**config.mk**
```make
export PLATFORM = sky130hd
export DESIGN_NAME = native_mode_picker
export DESIGN_NICKNAME = d
export VERILOG_FILES = /design/src/rtl/nmp_pkg.sv /design/src/rtl/nmp_pick.sv /design/src/rtl/nmp_axis.sv /design/src/rtl/nmp_result.sv /design/src/rtl/native_mode_picker.sv
export SDC_FILE = /design/constraint.sdc
export NUM_CORES = 1
export LEC_CHECK = 0
export BUFFER_PORTS_ARGS = -buffer_cell sky130_fd_sc_hd__buf_4
export CAP_MARGIN = 20
export CORE_MARGIN = 2
export CORE_UTILIZATION = 50
export DETAILED_ROUTE_END_ITERATION = 10
export GPL_TIMING_DRIVEN = 0
export PLACE_DENSITY = 0.81
export SKIP_CTS_REPAIR_TIMING = 1
export SLEW_MARGIN = 20
export SYNTH_ARGS = -nofsm -noshare
export SYNTH_HDL_FRONTEND = slang
export SYNTH_SLANG_ARGS = --single-unit
```
**constraint.sdc**
```tcl
create_clock -name clk -period 17.6 [get_ports clk]
set_clock_uncertainty 0.05 [all_clocks]
set_input_delay 0.88 -clock clk [delete_from_list [all_inputs] [get_ports clk]]
set_output_delay 0.88 -clock clk [all_outputs]
set_load 0.03 [all_outputs]
```
**src/rtl/nmp_pkg.sv**
```systemverilog
package nmp_pkg;
   localparam int AXW = 12;
   localparam int PCW = 16;
   localparam int OW  = AXW + 2;
   localparam int PXW = PCW + 4;

   localparam int FLG_HPOS  = 0;
   localparam int FLG_VPOS  = 1;
   localparam int FLG_ILACE = 2;
   localparam int FLW       = 3;

   typedef struct packed {
      logic [AXW-1:0] act;
      logic [AXW-1:0] blank;
      logic [AXW-1:0] soff;
      logic [AXW-1:0] swid;
   } axis_t;

   typedef struct packed {
      logic [PCW-1:0] pclk;
      axis_t          h;
      axis_t          v;
      logic [1:0]     sync_kind;
      logic [1:0]     pol;
      logic           ilace;
   } desc_t;

   typedef struct packed {
      logic [OW-1:0] disp;
      logic [OW-1:0] sstart;
      logic [OW-1:0] send;
      logic [OW-1:0] total;
   } axis_out_t;
endpackage

```
**src/rtl/nmp_pick.sv**
```systemverilog
module nmp_pick
   import nmp_pkg::*;
(
   input  logic  clk,
   input  logic  rst_n,
   input  logic  start,
   input  logic  beat_valid,
   input  logic  is_timing,
   input  desc_t din,
   output desc_t sel_nxt
);
   desc_t          best_q;
   logic [AXW-1:0] base_act;
   logic           take;

   assign base_act = start ? '0 : best_q.h.act;
   assign take     = beat_valid && is_timing && (din.pclk != '0)
                     && (din.h.act > base_act);

   always_comb begin
      if (take)       sel_nxt = din;
      else if (start) sel_nxt = '0;
      else            sel_nxt = best_q;
   end

   always_ff @(posedge clk or negedge rst_n) begin
      if (!rst_n) best_q <= '0;
      else        best_q <= sel_nxt;
   end


   widest_grows_chk: assert property (@(posedge clk) disable iff (!rst_n)
      !start |=> best_q.h.act >= $past(best_q.h.act));


   start_empties_chk: assert property (@(posedge clk) disable iff (!rst_n)
      (start && !beat_valid) |=> best_q.h.act == '0);
endmodule

```
**src/rtl/nmp_axis.sv**
```systemverilog
module nmp_axis
   import nmp_pkg::*;
(
   input  axis_t     ain,
   output axis_out_t aout
);
   logic [OW-1:0] act_w;

   assign act_w       = OW'(ain.act);
   assign aout.disp   = act_w;
   assign aout.sstart = act_w + OW'(ain.soff);
   assign aout.send   = aout.sstart + OW'(ain.swid);
   assign aout.total  = act_w + OW'(ain.blank);
endmodule

```
**src/rtl/nmp_result.sv**
```systemverilog
module nmp_result
   import nmp_pkg::*;
#(
   parameter int MIN_H       = 640,
   parameter int MIN_V       = 480,
   parameter bit CHECK_FLOOR = 1'b1,
   parameter int PCLK_SCALE  = 10,
   parameter int POL_CODE    = 3
) (
   input  logic                 clk,
   input  logic                 rst_n,
   input  logic                 load,
   input  logic [PCW-1:0]       pclk,
   input  logic [1:0]           sync_kind,
   input  logic [1:0]           pol,
   input  logic                 ilace,
   input  logic                 rec_digital,
   input  axis_out_t [1:0]      axo,
   output logic [PXW-1:0]       pix_clk,
   output axis_out_t [1:0]      ax_q,
   output logic [FLW-1:0]       flags,
   output logic                 digital,
   output logic                 mode_valid
);
   logic [PXW-1:0] pix_w;
   logic           found, big_enough, ok;
   logic [FLW-1:0] flg_w;

   generate
      if (PCLK_SCALE == 10) begin : g_shift_add
         assign pix_w = (PXW'(pclk) << 3) + (PXW'(pclk) << 1);
      end else begin : g_mult
         assign pix_w = PXW'(pclk) * PXW'(PCLK_SCALE);
      end
      if (CHECK_FLOOR) begin : g_floor
         assign big_enough = (axo[0].disp >= OW'(MIN_H)) && (axo[1].disp >= OW'(MIN_V));
      end else begin : g_no_floor
         assign big_enough = 1'b1;
      end
   endgenerate

   assign found = (axo[0].disp != '0) && (axo[1].disp != '0);
   assign ok    = found && big_enough;

   always_comb begin
      flg_w            = '0;
      flg_w[FLG_HPOS]  = (sync_kind == 2'(POL_CODE)) && pol[0];
      flg_w[FLG_VPOS]  = (sync_kind == 2'(POL_CODE)) && pol[1];
      flg_w[FLG_ILACE] = ilace;
   end

   always_ff @(posedge clk or negedge rst_n) begin
      if (!rst_n) begin
         pix_clk    <= '0;
         ax_q       <= '0;
         flags      <= '0;
         digital    <= 1'b0;
         mode_valid <= 1'b0;
      end else if (load) begin
         pix_clk    <= ok ? pix_w : '0;
         ax_q       <= ok ? axo : '0;
         flags      <= ok ? flg_w : '0;
         digital    <= ok && rec_digital;
         mode_valid <= ok;
      end
   end


   sync_order_chk: assert property (@(posedge clk) disable iff (!rst_n)
      mode_valid |-> (ax_q[0].sstart >= ax_q[0].disp) && (ax_q[0].send >= ax_q[0].sstart)
                  && (ax_q[1].sstart >= ax_q[1].disp) && (ax_q[1].send >= ax_q[1].sstart)
                  && (ax_q[0].total >= ax_q[0].disp) && (ax_q[1].total >= ax_q[1].disp));


   floor_chk: assert property (@(posedge clk) disable iff (!rst_n)
      (mode_valid && CHECK_FLOOR) |-> (ax_q[0].disp >= OW'(MIN_H)) && (ax_q[1].disp >= OW'(MIN_V)));


   invalid_zero_chk: assert property (@(posedge clk) disable iff (!rst_n)
      !mode_valid |-> (pix_clk == '0) && (flags == '0) && !digital && (ax_q == '0));


   hold_chk: assert property (@(posedge clk) disable iff (!rst_n)
      !load |=> $stable(pix_clk) && $stable(mode_valid) && $stable(flags) && $stable(ax_q));


   digital_gate_chk: assert property (@(posedge clk) disable iff (!rst_n)
      digital |-> mode_valid);
endmodule

```
**src/rtl/native_mode_picker.sv**
```systemverilog
module native_mode_picker
   import nmp_pkg::*;
#(
   parameter int MIN_H       = 640,
   parameter int MIN_V       = 480,
   parameter bit CHECK_FLOOR = 1'b1,
   parameter int PCLK_SCALE  = 10,
   parameter int POL_CODE    = 3
) (
   input  logic              clk,
   input  logic              rst_n,
   input  logic              start,
   input  logic              beat_valid,
   input  logic              beat_last,
   input  logic              d_is_timing,
   input  logic [15:0]       d_pclk,
   input  logic [11:0]       d_h_act,
   input  logic [11:0]       d_h_blank,
   input  logic [11:0]       d_h_soff,
   input  logic [11:0]       d_h_swid,
   input  logic [11:0]       d_v_act,
   input  logic [11:0]       d_v_blank,
   input  logic [11:0]       d_v_soff,
   input  logic [11:0]       d_v_swid,
   input  logic [1:0]        d_sync_kind,
   input  logic [1:0]        d_pol,
   input  logic              d_ilace,
   input  logic              rec_digital,
   output logic [19:0]       pix_clk,
   output logic [13:0]       h_disp,
   output logic [13:0]       h_sstart,
   output logic [13:0]       h_send,
   output logic [13:0]       h_total,
   output logic [13:0]       v_disp,
   output logic [13:0]       v_sstart,
   output logic [13:0]       v_send,
   output logic [13:0]       v_total,
   output logic [2:0]        flags,
   output logic              digital,
   output logic              mode_valid
);
   generate
      if (MIN_H < 1 || MIN_H >= (1 << AXW)) begin : g_bad_min_h
         $error("MIN_H out of range for the axis width");
      end
      if (MIN_V < 1 || MIN_V >= (1 << AXW)) begin : g_bad_min_v
         $error("MIN_V out of range for the axis width");
      end
      if (PCLK_SCALE < 1 || PCLK_SCALE > 15) begin : g_bad_scale
         $error("PCLK_SCALE must fit the four spare output bits");
      end
      if (POL_CODE < 0 || POL_CODE > 3) begin : g_bad_code
         $error("POL_CODE must be a two-bit code");
      end
   endgenerate

   desc_t            din, sel_nxt;
   axis_t     [1:0]  ax_in;
   axis_out_t [1:0]  ax_calc, ax_q;

   assign din.pclk      = d_pclk;
   assign din.h         = '{act: d_h_act, blank: d_h_blank, soff: d_h_soff, swid: d_h_swid};
   assign din.v         = '{act: d_v_act, blank: d_v_blank, soff: d_v_soff, swid: d_v_swid};
   assign din.sync_kind = d_sync_kind;
   assign din.pol       = d_pol;
   assign din.ilace     = d_ilace;

   nmp_pick u_pick (
      .clk       (clk),
      .rst_n     (rst_n),
      .start     (start),
      .beat_valid(beat_valid),
      .is_timing (d_is_timing),
      .din       (din),
      .sel_nxt   (sel_nxt)
   );

   assign ax_in[0] = sel_nxt.h;
   assign ax_in[1] = sel_nxt.v;

   generate
      for (genvar a = 0; a < 2; a++) begin : g_axis
         nmp_axis u_axis (.ain(ax_in[a]), .aout(ax_calc[a]));
      end
   endgenerate

   nmp_result #(
      .MIN_H      (MIN_H),
      .MIN_V      (MIN_V),
      .CHECK_FLOOR(CHECK_FLOOR),
      .PCLK_SCALE (PCLK_SCALE),
      .POL_CODE   (POL_CODE)
   ) u_res (
      .clk        (clk),
      .rst_n      (rst_n),
      .load       (beat_valid && beat_last),
      .pclk       (sel_nxt.pclk),
      .sync_kind  (sel_nxt.sync_kind),
      .pol        (sel_nxt.pol),
      .ilace      (sel_nxt.ilace),
      .rec_digital(rec_digital),
      .axo        (ax_calc),
      .pix_clk    (pix_clk),
      .ax_q       (ax_q),
      .flags      (flags),
      .digital    (digital),
      .mode_valid (mode_valid)
   );

   assign h_disp   = ax_q[0].disp;
   assign h_sstart = ax_q[0].sstart;
   assign h_send   = ax_q[0].send;
   assign h_total  = ax_q[0].total;
   assign v_disp   = ax_q[1].disp;
   assign v_sstart = ax_q[1].sstart;
   assign v_send   = ax_q[1].send;
   assign v_total  = ax_q[1].total;
endmodule

```
==> results of run 1 <==
==> power by group <==
part / total (uW) / switching (uW) / internal, uW
logic: 328 / 204 / 123
registers: 611 / 15.6 / 595
clock network: 653 / 241 / 411
==> through the flow <==
| stage | area, um2 | cells | total power (uW) | setup WS, ns | util |
|---|---|---|---|---|---|
| after global routing | 17250 | 2093 | 1649 | 7.271 | 0.6382 |
| final | 17250 | 2093 | 1591 | 7.802 | 0.6382 |
| after floorplan | 13860 | 1450 | 813.8 | 10.09 | - |
| after CTS | 17250 | 2093 | 1590 | 8.019 | 0.6382 |
| after detailed placement | 16240 | 2044 | 943.5 | 7.510 | 0.6007 |
| after global placement | 16170 | 2042 | 933.3 | 7.559 | 0.5984 |
==> final cells by class <==
class | count | area [um2]
buffer | 80 | 391.6
clock buffer | 35 | 735.7
multi-input combinational | 1077 | 7159
sequential | 245 | 6131
timing repair buffer | 253 | 1947
clock inverter | 14 | 276.5
tap | 341 | 426.7
fill | 2202 | 9778
inverter | 48 | 180.2
==> synthesized netlist by cell type (all sizes together), types with 11 or more instances <==
cell and count:
a21o 25, a21oi 56, a22o 51, buf 34
clkbuf 46, dfrtp 245, ha 93, inv 48
mux2i 11, nand2 216, nand2b 116, nor2 46
nor2b 15, nor3 13, o21a 11, o21ai 204
xnor2 52, xor2 31
==> sequential cells by signal (all words and copies together) (netlist names) <==
name              cells
u_res.digital         1
u_res.ax_q          104
u_res.pix_clk        19
u_pick.best_q       117
u_res.mode_valid      1
u_res.flags           3
==> cells by family after synthesis <==
group | Yosys count | synth area share
flops | 245 | 0.4432
fa+ha+maj | 105 | 0.09787
compound gates | 411 | 0.1919
other cells | 1 | 0.0002711
xor+xnor | 84 | 0.05418
mux | 19 | 0.01592
simple gates | 449 | 0.1553
buf+inv | 128 | 0.04134
==> layer usage <==
layer	wire length, um	vias to the layer above
met1	19260	5878
met4	1977	2
met2	21470	547
met5	13	-
met3	4225	112
li1	-	5565
==> worst max-delay path by stage <==
stage / startpoint / end / slack (ns)
2_1_floorplan: start / u_res.ax_q[82] / 10.09
3_3_place_gp: start / u_res.ax_q[26] / 7.56
3_5_place_dp: start / u_res.ax_q[26] / 7.51
4_1_cts: start / u_res.ax_q[26] / 8.02
5_1_grt: start / u_res.ax_q[24] / 7.27
6_report: start / u_res.ax_q[26] / 7.80
==> impl_table.tex, run 1 <==
\begin{tabular}{lr}
\hline
Metric & Value \\
\hline
\multicolumn{2}{l}{\textbf{Status}} \\
Run status & finished, final reports clean \\
\multicolumn{2}{l}{\textbf{Floorplanning}} \\
\# rows & 60 \\
Total Die Area & 29010 um2 \\
Core region area & 27030 um2 \\
Floorplan die width & 170.3 um \\
Number of ports placed on the die boundary & 261 \\
Starting utilization of the core area & 0.5118 \\
Chip Height & 170.3 um \\
\multicolumn{2}{l}{\textbf{Layout}} \\
Commonest cells after routing, fill and taps aside & buf\_4, dfrtp\_1, nand2\_1 \\
Fraction of layout instances using a drive strength above 1 & 0.2049 \\
Layout overhead on the synthesized area & 24.69\% \\
Leading cell type in the layout, fill and taps excluded & buf\_4 \\
Layout Nets & 1956 \\
Count of inserted antenna diode cells & 0 \\
\multicolumn{2}{l}{\textbf{Worst setup path}} \\
Internal reg-to-reg setup slack & 9.54 ns \\
CP Class & input port to register \\
Depth of the most critical reg-to-reg path & 30 \\
Crit path DAT & 10.15 ns \\
Kind of end point of the critical path & register \\
Cell seen most often among critical-path stages & clkbuf\_1 \\
Count of cell instances traversed by the critical path & 35 \\
Delay of the slowest cell on the worst path & 0.52 ns \\
Cell family contributing the most delay on the critical path & buffers and inverters \\
Slowest cell on the critical path & clkbuf\_1 \\
Worst r2r dst & u\_res.ax\_q[26] \\
Launch point of the worst reg-to-reg path & u\_pick.best\_q[91] \\
Type of element launching the critical path & input port \\
Data required time of the critical path & 17.95 ns \\
CP max FO & 10 \\
Combined buffer and inverter count along the critical path & 12 \\
\multicolumn{2}{l}{\textbf{Placement}} \\
Number of port buffers & 251 \\
Routability congestion estimate & 0.9259 \\
HPWL reported at the end of detailed placement & 35700 um \\
\multicolumn{2}{l}{\textbf{Drt}} \\
Wirelength per Cell & 22.43 um \\
WL final & 46940 um \\
Antenna Nets Post-Route & 0 \\
Post-DR vias/cell & 5.783 \\
Number of design-rule violations left by the first detailed-router iteration & 1151 \\
Via Count & 12100 \\
DRC violations left & 0 \\
First-pass detailed-route iteration total & 5 \\
\multicolumn{2}{l}{\textbf{Clock tree}} \\
Clock latency of the later-clocked register in the worst-skew pair & 0.54 ns \\
Clock transition time at the flip-flop clock pins of the worst setup and hold paths & 0.06 ns \\
H-tree level count & 1 \\
TritonCTS clock tree & yes \\
Clock root buffer master & clkbuf\_16 \\
Clock Tree Buf Depth & 3 \\
Clock buffer count from CTS & 27 \\
Total number of clock tree sinks & 245 \\
\multicolumn{2}{l}{\textbf{Power}} \\
P per Cell Area & 92.24 nW/um2 \\
Leakage power of the design & 0.008518 uW \\
Worst vdd rail ir drop & 81.39 uV \\
\multicolumn{2}{l}{\textbf{Timing}} \\
Slew Viols, Final & 0 \\
Unrepaired setup endpoints after global routing & no \\
Final Setup Violations & 0 \\
Setup TNS after final layout & 0 ns \\
Total count of hold-check failures in the final report & 0 \\
Period minus WS final & 9.798 ns \\
Maximum frequency from static timing analysis & 0.1021 GHz \\
Post-route clock period utilization & 0.5567 \\
Max-Slew Margin vs Limit & 0.3152 \\
Worst hold margin & 0.2630 ns \\
Transition time at the pin with the least slew margin & 1.027 ns \\
\multicolumn{2}{l}{\textbf{Yosys}} \\
Proportion of synthesized flip-flops having asynchronous set or reset & 1.000 \\
Number of synthesized flops with an enable pin & 0 \\
Fraction of the yosys area taken by sequential cells & 0.4432 \\
Unique masters post-synth & 71 \\
Most frequently used flop master after synthesis & dfrtp\_1 \\
Number of standard cells after synthesis & 1442 \\
Synth area leaders & dfrtp\_1, ha\_1, o21ai\_0 \\
Count of state elements after synthesis & 245 \\
Synth Area per Inst & 9.592 um2 \\
Total of warnings raised by yosys & 0 \\
Fraction of post-synthesis cell area in the top cell type by area & 0.4432 \\
Post-synth design cell area & 13830 um2 \\
Largest area contributor in the netlist & dfrtp\_1 \\
\multicolumn{2}{l}{\textbf{Global routing}} \\
Layer carrying the most global-route usage & met2 \\
Met1 usage & 0.4327 \\
Grt met3 use & 0.06605 \\
Total track usage & 0.3247 \\
Wire length of the first global-routing pass & 70740 um \\
Largest net degree at the start of global routing & 102 \\
Number of antenna violations at the first check in global routing & 1 \\
Number of global-route vias before repair & 12200 \\
Overflow after GRT & 0 \\
GRT met2 Usage & 0.5214 \\
\multicolumn{2}{l}{\textbf{Hold path}} \\
Worst min path class & input port to asynchronous set/reset pin \\
\multicolumn{2}{l}{\textbf{Run}} \\
Max Cap Violations & 0 \\
\hline
\end{tabular}
(Power assumes the default switching activity.)
==> run 2: changes to the inputs <==
- PLACE_DENSITY: 0.81 -> 0.84
- clock period: 17.6 -> 9 ns (I/O delays scaled with it)
==> impl_table.tex, run 2 (same netlist as run 1, synthesis figures left out) <==
\begin{tabular}{lr}
\hline
Metric & Value \\
\hline
\multicolumn{2}{l}{\textbf{Worst setup path}} \\
Data required time of the critical path & 9.37 ns (-8.58 ns) \\
Crit path DAT & 8.76 ns (-1.39 ns) \\
CP max FO & 16 (+6) \\
Type of element launching the critical path & input port \\
CP Class & input port to register \\
Delay of the slowest cell on the worst path & 0.55 ns (+0.03 ns) \\
Cell seen most often among critical-path stages & buf\_6 \\
Depth of the most critical reg-to-reg path & 32 (+6.7\%) \\
Slowest cell on the critical path & a21oi\_1 \\
Kind of end point of the critical path & register \\
\multicolumn{2}{l}{\textbf{Layout}} \\
Largest registers in the final layout & u\_pick.best\_q: 117 flops, u\_res.ax\_q: 104 flops, u\_res.pix\_clk: 19 flops \\
Layout overhead on the synthesized area & 24.06\% \\
Fill cells & 2238 (+1.6\%) \\
Leading cell type in the layout, fill and taps excluded & buf\_4 \\
Non-filler cells in the finished layout & 2094 (+0.048\%) \\
Max reg flops & 117 (unchanged) \\
Layout Nets & 1955 (-0.051\%) \\
Largest register by flop count & u\_pick.best\_q \\
Sequential cell area in the final layout & 6131 um2 (unchanged) \\
Area of combinational cells with multiple inputs & 7163 um2 (about the same) \\
Commonest cells after routing, fill and taps aside & buf\_4, dfrtp\_1, nand2\_1 \\
Fraction of layout instances using a drive strength above 1 & 0.2046 (-0.0003372) \\
Fin area & 17160 um2 (-0.51\%) \\
\multicolumn{2}{l}{\textbf{Floorplanning}} \\
Chip Height & 170.3 um (unchanged) \\
Starting utilization of the core area & 0.5118 (unchanged) \\
Number of ports placed on the die boundary & 261 (unchanged) \\
Total Die Area & 29010 um2 (unchanged) \\
\# rows & 60 (unchanged) \\
Core region area & 27030 um2 (unchanged) \\
Floorplan die width & 170.3 um (unchanged) \\
\multicolumn{2}{l}{\textbf{Clock tree}} \\
Clock buffer count from CTS & 27 (unchanged) \\
Clock transition time at the flip-flop clock pins of the worst setup and hold paths & 0.06 ns (about the same) \\
Clock latency of the later-clocked register in the worst-skew pair & 0.54 ns (about the same) \\
Total number of clock tree sinks & 245 (unchanged) \\
Clock Tree Buf Depth & 3 (unchanged) \\
H-tree level count & 1 (unchanged) \\
Clock root buffer master & clkbuf\_16 \\
TritonCTS clock tree & yes \\
\multicolumn{2}{l}{\textbf{Hold path}} \\
Worst min path class & input port to register \\
Cells on Worst Hold Path & 2 \\
\multicolumn{2}{l}{\textbf{Power}} \\
P per Cell Area & 173.9 nW/um2 (+89\%) \\
Worst vdd rail ir drop & 125.6 uV (+54\%) \\
Leakage power of the design & 0.008473 uW (-0.53\%) \\
\multicolumn{2}{l}{\textbf{Timing}} \\
Transition time at the pin with the least slew margin & 1.024 ns (-0.003107 ns) \\
Setup TNS after final layout & 0 ns (unchanged) \\
Total count of hold-check failures in the final report & 0 (unchanged) \\
Slew Viols, Final & 0 (unchanged) \\
Post-route clock period utilization & 0.9328 \\
Period minus WS final & 8.395 ns \\
Maximum frequency from static timing analysis & 0.1191 GHz \\
Max-Slew Margin vs Limit & 0.3100 (-0.005144) \\
Final Setup Violations & 0 (unchanged) \\
Unrepaired setup endpoints after global routing & no \\
\multicolumn{2}{l}{\textbf{Drt}} \\
Number of design-rule violations left by the first detailed-router iteration & 1115 (-3.1\%) \\
Via Count & 12160 (+0.45\%) \\
Post-DR vias/cell & 5.806 (+0.40\%) \\
First-pass detailed-route iteration total & 5 (unchanged) \\
WL final & 45910 um (-2.2\%) \\
Wirelength per Cell & 21.93 um (-2.2\%) \\
DRC violations left & 0 (unchanged) \\
Antenna Nets Post-Route & 0 (unchanged) \\
\multicolumn{2}{l}{\textbf{Run}} \\
Max Cap Violations & 0 (unchanged) \\
\multicolumn{2}{l}{\textbf{Global routing}} \\
Grt met3 use & 0.07558 (+0.009535) \\
GRT met2 Usage & 0.5108 (-0.01060) \\
Number of antenna violations at the first check in global routing & 3 (+2) \\
Wire length of the first global-routing pass & 69130 um (-2.3\%) \\
Largest net degree at the start of global routing & 103 (+0.98\%) \\
Layer carrying the most global-route usage & met2 \\
Total track usage & 0.3154 (-0.009294) \\
Number of global-route vias before repair & 12260 (+0.48\%) \\
Met1 usage & 0.4072 (-0.02549) \\
Overflow after GRT & 0 (unchanged) \\
\multicolumn{2}{l}{\textbf{Placement}} \\
Routability congestion estimate & 0.9645 (+4.2\%) \\
Number of port buffers & 251 (unchanged) \\
HPWL reported at the end of detailed placement & 34930 um (-2.1\%) \\
DP Cell Count & 2044 (unchanged) \\
Instance area at placement & 16240 um2 (unchanged) \\
\multicolumn{2}{l}{\textbf{Status}} \\
Run status & finished, final reports clean \\
\hline
\end{tabular}
==> run 2: worst paths after layout <==
path	from	endpoint	slack, ns
worst max-delay path	start	u_res.ax_q[82]	0.60
worst min-delay path	rec_digital	u_res.digital	0.08
worst max register to register	u_pick.best_q[93]	u_res.ax_q[82]	1.30
worst min register to register	u_res.pix_clk[19]	u_res.pix_clk[19]	0.42
max in group asynchronous	rst_n	u_res.ax_q[88]	7.69
min in group asynchronous	rst_n	u_pick.best_q[87]	0.35
==> run 2: metrics by stage <==
stage / hold slack [ns] / util / setup WS [ns] / power (uW)
final: 0.07940 / 0.6350 / 0.6050 / 2985
after global routing: 0.08525 / 0.6347 / 0.2016 / 3088
after CTS: -0.2391 / 0.6344 / -0.3181 / 2980
after detailed placement: 0.3325 / 0.6007 / -0.8172 / 1839
after global placement: 0.4069 / 0.5984 / -0.7569 / 1819
after floorplan: 0.1044 / - / 1.924 / 1591
==> run 2: per-layer routing <==
metal | part of all wire | wire (um)
met1 | 0.40 | 18530
met2 | 0.46 | 21120
met3 | 0.095 | 4365
met4 | 0.041 | 1881
met5 | 0.00028 | 13
==> run 2: area by class of cell <==
type | count | area share
flip-flops and latches | 245 | 0.3573
multi-input cells | 1077 | 0.4174
inverters | 48 | 0.01050
repair buffers | 254 | 0.1140
well taps | 341 | 0.02486
clock inverters | 8 | 0.007291
plain buffers | 78 | 0.02246
clock buffers | 40 | 0.04572
diodes | 3 | 0.0004375
==> run 2: worst max-delay path: cells and delay by family <==
family | cells | cell delay [ns]
AO/OA/AOI/OAI | 13 | 3.07
buffers and inverters | 11 | 2.84
AND/OR/NAND/NOR | 7 | 0.98
adder cells (fa/ha/maj) | 3 | 0.98
XOR/XNOR | 2 | 0.40
==> run 2: where the power goes <==
group | switching (uW) | internal (uW)
Sequential | 31.9 | 1160
Clock | 465 | 687
Combinational | 396 | 241
Total | 893 | 2090
==> run 3: changes to the inputs <==
- PLACE_DENSITY: 0.84 -> 0.81
- clock period: 9 -> 10 ns (I/O delays scaled with it)
==> impl_table.tex, run 3 (same netlist as run 1, synthesis figures left out) <==
\begin{tabular}{lr}
\hline
Metric & Value \\
\hline
\multicolumn{2}{l}{\textbf{Timing}} \\
Final Setup Violations & 0 (unchanged) \\
Max-Slew Margin vs Limit & 0.3155 (+0.005435) \\
Unrepaired setup endpoints after global routing & no \\
Slew Viols, Final & 0 (unchanged) \\
Setup TNS after final layout & 0 ns (unchanged) \\
Transition time at the pin with the least slew margin & 1.027 ns (+0.002669 ns) \\
Maximum frequency from static timing analysis & 0.1063 GHz \\
Total count of hold-check failures in the final report & 0 (unchanged) \\
Post-route clock period utilization & 0.9404 \\
Period minus WS final & 9.404 ns \\
\multicolumn{2}{l}{\textbf{Drt}} \\
Post-DR vias/cell & 5.810 (about the same) \\
DRC violations left & 0 (unchanged) \\
Antenna Nets Post-Route & 0 (unchanged) \\
WL final & 46930 um (+2.2\%) \\
First-pass detailed-route iteration total & 6 (+1) \\
Via Count & 12170 (+0.074\%) \\
Wirelength per Cell & 22.41 um (+2.2\%) \\
Number of design-rule violations left by the first detailed-router iteration & 1096 (-1.7\%) \\
\multicolumn{2}{l}{\textbf{Floorplanning}} \\
Number of ports placed on the die boundary & 261 (unchanged) \\
Starting utilization of the core area & 0.5118 (unchanged) \\
Chip Height & 170.3 um (unchanged) \\
Floorplan die width & 170.3 um (unchanged) \\
\# rows & 60 (unchanged) \\
Total Die Area & 29010 um2 (unchanged) \\
Core region area & 27030 um2 (unchanged) \\
\multicolumn{2}{l}{\textbf{Clock tree}} \\
Clock Tree Buf Depth & 3 (unchanged) \\
Total number of clock tree sinks & 245 (unchanged) \\
H-tree level count & 1 (unchanged) \\
TritonCTS clock tree & yes \\
Clock root buffer master & clkbuf\_16 \\
Clock buffer count from CTS & 27 (unchanged) \\
Clock transition time at the flip-flop clock pins of the worst setup and hold paths & 0.06 ns (about the same) \\
Clock latency of the later-clocked register in the worst-skew pair & 0.54 ns (about the same) \\
\multicolumn{2}{l}{\textbf{Layout}} \\
Sequential cell area in the final layout & 6131 um2 (unchanged) \\
Non-filler cells in the finished layout & 2094 (unchanged) \\
Area of combinational cells with multiple inputs & 7159 um2 (about the same) \\
Fin area & 17260 um2 (+0.57\%) \\
Fraction of layout instances using a drive strength above 1 & 0.2048 (+0.0002204) \\
Count of inserted antenna diode cells & 0 (-3) \\
Largest registers in the final layout & u\_pick.best\_q: 117 flops, u\_res.ax\_q: 104 flops, u\_res.pix\_clk: 19 flops \\
Leading cell type in the layout, fill and taps excluded & buf\_4 \\
Fill cells & 2201 (-1.7\%) \\
Largest register by flop count & u\_pick.best\_q \\
Max reg flops & 117 (unchanged) \\
Layout Nets & 1957 (+0.10\%) \\
Layout overhead on the synthesized area & 24.77\% \\
Commonest cells after routing, fill and taps aside & buf\_4, dfrtp\_1, nand2\_1 \\
\multicolumn{2}{l}{\textbf{Placement}} \\
Number of port buffers & 251 (unchanged) \\
DP Cell Count & 2044 (unchanged) \\
Routability congestion estimate & 0.9259 (-4.0\%) \\
Instance area at placement & 16240 um2 (unchanged) \\
HPWL reported at the end of detailed placement & 35700 um (+2.2\%) \\
\multicolumn{2}{l}{\textbf{Worst setup path}} \\
Cell seen most often among critical-path stages & clkbuf\_1 \\
Kind of end point of the critical path & register \\
Type of element launching the critical path & input port \\
Data required time of the critical path & 10.36 ns (+0.99 ns) \\
Slowest cell on the critical path & clkbuf\_1 \\
CP Class & input port to register \\
Crit path DAT & 9.76 ns (+1.00 ns) \\
Delay of the slowest cell on the worst path & 0.53 ns (-0.02 ns) \\
CP max FO & 10 (-6) \\
\multicolumn{2}{l}{\textbf{Global routing}} \\
Total track usage & 0.3247 (+0.009294) \\
Wire length of the first global-routing pass & 70740 um (+2.3\%) \\
Largest net degree at the start of global routing & 102 (-0.97\%) \\
Overflow after GRT & 0 (unchanged) \\
Number of antenna violations at the first check in global routing & 1 (-2) \\
Number of global-route vias before repair & 12200 (-0.48\%) \\
\multicolumn{2}{l}{\textbf{Power}} \\
P per Cell Area & 162.4 nW/um2 (-6.6\%) \\
Worst vdd rail ir drop & 143.8 uV (+15\%) \\
Leakage power of the design & 0.008523 uW (+0.58\%) \\
\multicolumn{2}{l}{\textbf{Hold path}} \\
Worst min path class & input port to register \\
\multicolumn{2}{l}{\textbf{Status}} \\
Run status & finished, final reports clean \\
\multicolumn{2}{l}{\textbf{Run}} \\
Max Cap Violations & 0 (unchanged) \\
\hline
\end{tabular}
-- run 3: metal layers --
| layer | part of all wire | vias to the layer above | wire length (um) | global-route usage |
|---|---|---|---|---|
| li1 | - | 5563 | - | - |
| met2 | 0.46 | 581 | 21540 | 0.5214 |
| met5 | 0.00023 | - | 11 | 0 |
| met4 | 0.040 | 2 | 1890 | 0.1286 |
| met3 | 0.088 | 108 | 4141 | 0.06605 |
| met1 | 0.41 | 5913 | 19340 | 0.4327 |
-- run 3: power breakdown --
| part | switching (uW) | internal (uW) |
|---|---|---|
| logic | 360 | 217 |
| clock network | 427 | 724 |
| registers | 27.5 | 1050 |
| total | 814 | 1990 |
-- run 3: area by class of cell --
class / count / area share
Multi-Input combinational cell: 1077 / 0.4148
Clock buffer: 35 / 0.04263
Inverter: 48 / 0.01044
Timing Repair Buffer: 254 / 0.1134
Clock inverter: 14 / 0.01602
Sequential cell: 245 / 0.3553
Tap cell: 341 / 0.02472
Buffer: 80 / 0.02269
-- run 3: path summary, 6_finish.rpt --
check,start,endpoint,slack (ns),cells past startpoint
min in group asynchronous,rst_n,u_pick.best_q[95],0.49,2
setup reg to reg,u_pick.best_q[91],u_res.ax_q[26],1.95,30
max in group asynchronous,rst_n,u_res.ax_q[83],8.48,3
hold / removal,rec_digital,u_res.digital,0.14,2
setup / recovery,start,u_res.ax_q[26],0.60,35
hold reg to reg,u_res.mode_valid,u_res.mode_valid,0.43,2
-- run 3: critical path: cells and delay by family --
family / cells / cell delay [ns]
mux: 1 / 0.31
simple gates: 3 / 0.41
fa+ha+maj: 4 / 1.23
buf+inv: 12 / 3.92
compound gates: 13 / 2.82
xor+xnor: 2 / 0.55
-- run 3: stage by stage --
stage / setup slack (ns) / utilization / hold WS, ns / total power, uW
floorplan: 2.874 / - / 0.1544 / 1432
global route: 0.05083 / 0.6386 / 0.1300 / 2903
finish: 0.5965 / 0.6386 / 0.1364 / 2803
detailed placement: 0.2900 / 0.6007 / 0.4197 / 1661
global placement: 0.3394 / 0.5984 / 0.4024 / 1643
CTS: 0.7991 / 0.6382 / -0.08030 / 2799
